[config.mk]
export PLATFORM = sky130hd
export DESIGN_NAME = modem_loop_unit
export DESIGN_NICKNAME = d
export VERILOG_FILES = /design/src/rtl/mlu_pkg.sv /design/src/rtl/mlu_sync.sv /design/src/rtl/mlu_ctrl_reg.sv /design/src/rtl/mlu_delta.sv /design/src/rtl/modem_loop_unit.sv
export SDC_FILE = /design/constraint.sdc
export NUM_CORES = 1
export LEC_CHECK = 0
export CORE_UTILIZATION = 40
export CTS_CLUSTER_DIAMETER = 40
export CTS_CLUSTER_SIZE = 8
export DETAILED_ROUTE_END_ITERATION = 16
export PLACE_DENSITY = 0.81
export SLEW_MARGIN = 20
export SYNTH_ARGS = -nofsm -noshare
export SYNTH_HDL_FRONTEND = slang
export SYNTH_SLANG_ARGS = --single-unit
[constraint.sdc]
create_clock -name clk_i -period 1.62 [get_ports clk_i]
set_clock_uncertainty 0.15 [all_clocks]
set_input_delay 0.243 -clock clk_i [delete_from_list [all_inputs] [get_ports clk_i]]
set_output_delay 0.243 -clock clk_i [all_outputs]
set_load 0.01 [all_outputs]
[src/rtl/mlu_pkg.sv]
package mlu_pkg;
  typedef struct packed {
    logic dcd;
    logic ri;
    logic dsr;
    logic cts;
  } mdm_st_t;

  localparam int MCR_W    = 5;
  localparam int LOOP_BIT = 4;
endpackage

[src/rtl/mlu_sync.sv]
module mlu_sync #(
  parameter int             W       = 4,
  parameter int             STAGES  = 2,
  parameter logic [W-1:0]   RST_VAL = '1
) (
  input  logic         clk_i,
  input  logic         rst_ni,
  input  logic [W-1:0] d_i,
  output logic [W-1:0] q_o
);
  logic [STAGES-1:0][W-1:0] stg_q;

  always_ff @(posedge clk_i or negedge rst_ni) begin
    if (!rst_ni) begin
      stg_q <= {STAGES{RST_VAL}};
    end else begin
      stg_q[0] <= d_i;
      for (int s = 1; s < STAGES; s++) stg_q[s] <= stg_q[s-1];
    end
  end

  assign q_o = stg_q[STAGES-1];
endmodule

[src/rtl/mlu_ctrl_reg.sv]
module mlu_ctrl_reg #(
  parameter int W = 5
) (
  input  logic         clk_i,
  input  logic         rst_ni,
  input  logic         we_i,
  input  logic [W-1:0] wdata_i,
  output logic [W-1:0] q_o
);
  always_ff @(posedge clk_i or negedge rst_ni) begin
    if (!rst_ni)   q_o <= '0;
    else if (we_i) q_o <= wdata_i;
  end
endmodule

[src/rtl/mlu_delta.sv]
module mlu_delta
  import mlu_pkg::*;
(
  input  logic       clk_i,
  input  logic       rst_ni,
  input  mdm_st_t    cur_i,
  input  logic       rd_i,
  output logic [3:0] delta_o
);
  mdm_st_t    prev_q;
  logic [3:0] set_d;

  always_comb begin
    set_d[0] = cur_i.cts ^ prev_q.cts;
    set_d[1] = cur_i.dsr ^ prev_q.dsr;
    set_d[2] = prev_q.ri & ~cur_i.ri;   // trailing edge only
    set_d[3] = cur_i.dcd ^ prev_q.dcd;
  end

  always_ff @(posedge clk_i or negedge rst_ni) begin
    if (!rst_ni) begin
      prev_q  <= '0;
      delta_o <= '0;
    end else begin
      prev_q  <= cur_i;
      delta_o <= (rd_i ? 4'b0 : delta_o) | set_d;  // new change beats clear
    end
  end
endmodule

[src/rtl/modem_loop_unit.sv]
module modem_loop_unit
  import mlu_pkg::*;
#(
  parameter int DW          = 8,
  parameter int SYNC_STAGES = 2
) (
  input  logic          clk_i,
  input  logic          rst_ni,
  input  logic          mcr_we_i,
  input  logic [DW-1:0] wdata_i,
  input  logic          msr_rd_i,
  input  logic          ier_msi_en_i,
  input  logic          cts_ni,
  input  logic          dsr_ni,
  input  logic          dcd_ni,
  input  logic          ri_ni,
  output logic          dtr_no,
  output logic          rts_no,
  output logic          out1_no,
  output logic          out2_no,
  input  logic          tx_ser_i,
  output logic          tx_o,
  input  logic          rx_i,
  output logic          rx_ser_o,
  output logic [7:0]    msr_o,
  output logic          irq_o
);
  logic [MCR_W-1:0] mcr_q;
  logic [3:0]       pin_sync;
  logic [3:0]       delta;
  logic             loop_en;
  mdm_st_t          ext_st, loop_st, cur_st;

  mlu_ctrl_reg #(.W(MCR_W)) u_mcr (
    .clk_i   (clk_i),
    .rst_ni  (rst_ni),
    .we_i    (mcr_we_i),
    .wdata_i (wdata_i[MCR_W-1:0]),
    .q_o     (mcr_q)
  );

  mlu_sync #(.W(4), .STAGES(SYNC_STAGES), .RST_VAL(4'hF)) u_sync (
    .clk_i  (clk_i),
    .rst_ni (rst_ni),
    .d_i    ({dcd_ni, ri_ni, dsr_ni, cts_ni}),
    .q_o    (pin_sync)
  );

  assign loop_en = mcr_q[LOOP_BIT];
  assign ext_st  = mdm_st_t'(~pin_sync);
  // crossover: DTR->CTS, RTS->DSR, OUT1->RI, OUT2->DCD
  assign loop_st = '{dcd: mcr_q[3], ri: mcr_q[2], dsr: mcr_q[1], cts: mcr_q[0]};
  assign cur_st  = loop_en ? loop_st : ext_st;

  mlu_delta u_delta (
    .clk_i   (clk_i),
    .rst_ni  (rst_ni),
    .cur_i   (cur_st),
    .rd_i    (msr_rd_i),
    .delta_o (delta)
  );

  assign dtr_no   = loop_en | ~mcr_q[0];
  assign rts_no   = loop_en | ~mcr_q[1];
  assign out1_no  = loop_en | ~mcr_q[2];
  assign out2_no  = loop_en | ~mcr_q[3];
  assign tx_o     = loop_en | tx_ser_i;
  assign rx_ser_o = loop_en ? tx_ser_i : rx_i;
  assign msr_o    = {cur_st, delta};
  assign irq_o    = ier_msi_en_i & (|delta);
endmodule

==> flow_summary.ini <==
[run_status]
status = finished, violations left
violations = negative setup slack

[power_and_ir_drop]
ir_drop_mv = 0.737
p_comb_share_pct = 26.1
total_power_mw = 1.17
clkPwrFrac_pct = 20.5
power.density_nw_per_um2 = 952
p_switching_uw = 307
p_sw_share_pct = 26.3
p_int_uw = 860
power_frac_seq_pct = 53.4
p_leak_nw = 0.541

[worst_setup_path]
cp_cell_sequence = buf_4, mux2_2, buf_6
end_kind = primary output
cp_slowest_cell = dfrtp_2
critPathTopFamily = flip-flops
worstPathArrival_ps = 1270
crit_required_ps = 1230
crit_type = register to primary output
critPathLaunchType = register
worst-path-buf-inv = 2
critPathMaxStageDelay_ps = 420
cp_max_fo = 4

[hold_path]
hold_class = input port to async pin

[timing]
setup_viol = 3
finalHoldViolCount = 0
slew_viol_final = 0
maxSlewHeadroom_pct = 83.4
worstMarginPinSlew_ps = 248
period_needed_ps = 1660
whs_ps = 130
finalSetupTns_ps = -72.6
period_share_pct = 102
rsz0062_at_grt = yes
fin_ws_ps = -38.9
fmax_mhz = 603

[detailed_routing]
postRouteAntennaNets = 0
route.vias.total = 574
drtIter0Drc = 1
wirelength_um = 1420
firstDrtPassIters = 3
remaining_drc_errors = 0
wl_per_cell_um = 11.4
via_per_inst = 4.59

[cts]
clkTransAtPathRegs_ps = 110
root_buffer = clkbuf_4
clockBufferDepth = 2
cts_tree = yes
worstSkewPairLatency_ps = 290
cts_sinks = 21
cts-htree-levels = 1
cts_buffers = 3

[synth]
synth_area_um2 = 806
syn_inst = 58
yosysSeqAreaShare_pct = 66.5
ys_warn_count = 0
syn-num-nets = 77
ys_seq_elements = 21
syn_avg_cell_area_um2 = 13.9
synth_cell_types = 16

[finish]
nets = 120
fin_cells = 125
drive_gt1_share_pct = 47.0
area.growth.synth_to_final_pct = 52.2
fillers = 148
diodes = 0

[flow_run]
drv_cap = 0

[floorplanning]
core_um2 = 1800
die_w_um = 46.9
start_util_pct = 44.7
fp.dieH_um = 46.9
io_pins = 34
placementRows = 15
die-area_um2 = 2200

[global_routing]
overflow = 0
grt_pass1_wl_um = 2300
track_usage_pct = 15.0
antenna_found_initial = 0
grt_pass1_vias = 555
grt_start_max_net_pins = 22

[place]
dp.cells = 118
io_buffers = 30
dp_hpwl_um = 1060
dp_worst_setup_slack_ps = -173
finalWeightedCongestion = 0.645
==> per-stage QoR <==
stage / instance area, um2 / utilization (%)
after global placement: 1170 / 65.0
after global routing: 1230 / 68.1
after detailed placement: 1170 / 65.0
after CTS: 1200 / 66.9
final: 1230 / 68.1
after floorplan: 806 / -
==> synthesized netlist by cell type (all sizes together) <==
cell type,n,area [um2]
nand2,4,20.0
inv,3,11.3
mux2,5,56.3
mux2i,4,40.0
buf,1,11.3
dfstp,8,210
nor2,3,11.3
nor2b,6,37.5
o22ai,1,12.5
dfrtp,13,325
or2,1,6.26
o21ai,4,27.5
nand2b,4,25.0
o41a,1,11.3
==> sequential cells by signal, indices dropped and copies added, names as in the netlist <==
| register | count |
|---|---|
| u_mcr.q_o | 5 |
| u_delta.delta_o | 4 |
| u_delta.prev_q | 4 |
| u_sync.q_o | 4 |
| u_sync.stg_q | 4 |
==> final timing paths <==
kind	start	to	slack, ps	depth (start not counted)
worst max-delay path	u_mcr.q_o[4]	rx_ser_o	-40	3
worst min-delay path	rst_ni	u_mcr.q_o[3]	130	2
worst max register to register	u_mcr.q_o[4]	u_delta.delta_o[2]	230	6
worst min register to register	u_sync.stg_q[0]	u_sync.q_o[0]	210	0
max in group asynchronous	rst_ni	u_sync.stg_q[2]	930	2
min in group clk_i	cts_ni	u_sync.stg_q[0]	190	1
==> kinds of logic (layout without fill, tap and decap cells) <==
kind of cell	Yosys count	in the layout	synth area share (%)
flops	21	21	66.5
compound gates	6	6	6.37
simple gates	18	18	12.4
buf+inv	4	46	2.79
mux	9	9	12.0
==> layout make-up <==
type	instances	area [um2]	area share (%)
clock buffer	3	22.5	1.84
timing repair buffer	39	344	28.1
multi-input combinational	33	275	22.4
inverter	3	11.3	0.918
sequential	21	537	43.8
clock inverter	1	5.00	0.408
tap	25	31.3	2.55
==> timing repair <==
action,CTS,global route
endpoints found under the setup margin,14,8
cloned,0,0
gates resized for setup,58,4
buffers inserted,4,0
pin swaps,1,2
hold buffers,0,0
==> layout by cell type, fill, tap and decap left out <==
master,synthesis,layout
mux2_2,5,5
nor2_1,3,3
dlygate4sd2_1,0,3
o41a_1,1,1
buf_6,1,6
o21ai_4,0,2
or2_4,0,1
nand2b_1,4,4
dfrtp_2,0,1
clkdlybuf4s50_1,0,15
nor2b_1,6,6
clkinv_2,0,1
inv_1,3,3
dfstp_2,8,8
o22ai_2,1,1
o21ai_0,2,1
dlymetal6s2s_1,0,1
clkbuf_4,0,3
buf_4,0,7
o21ai_2,2,1
dfrtp_1,13,12
mux2i_2,0,1
nand2_1,2,1
mux2i_1,4,3
buf_2,0,7
nand2_2,2,3
==> routing by layer <==
layer  vias to the layer above  track usage [%]  share of wire, %
met5                         -                0                 0
met4                         0             3.43              0.56
met3                         2             2.31               4.9
met2                        20             30.3                55
met1                       277             16.2                40
li1                        275                -                 -
==> power by group through the flow <==
stage	Clock, mW	Combinational, mW	Sequential (mW)
final	0.239	0.305	0.623
after global routing	0.270	0.332	0.631
after CTS	0.249	0.298	0.624
after detailed placement	0	0.304	0.632
after global placement	0	0.298	0.629
after floorplan	0	0.116	0.637
Note: power is estimated with default switching activity, not from simulation.
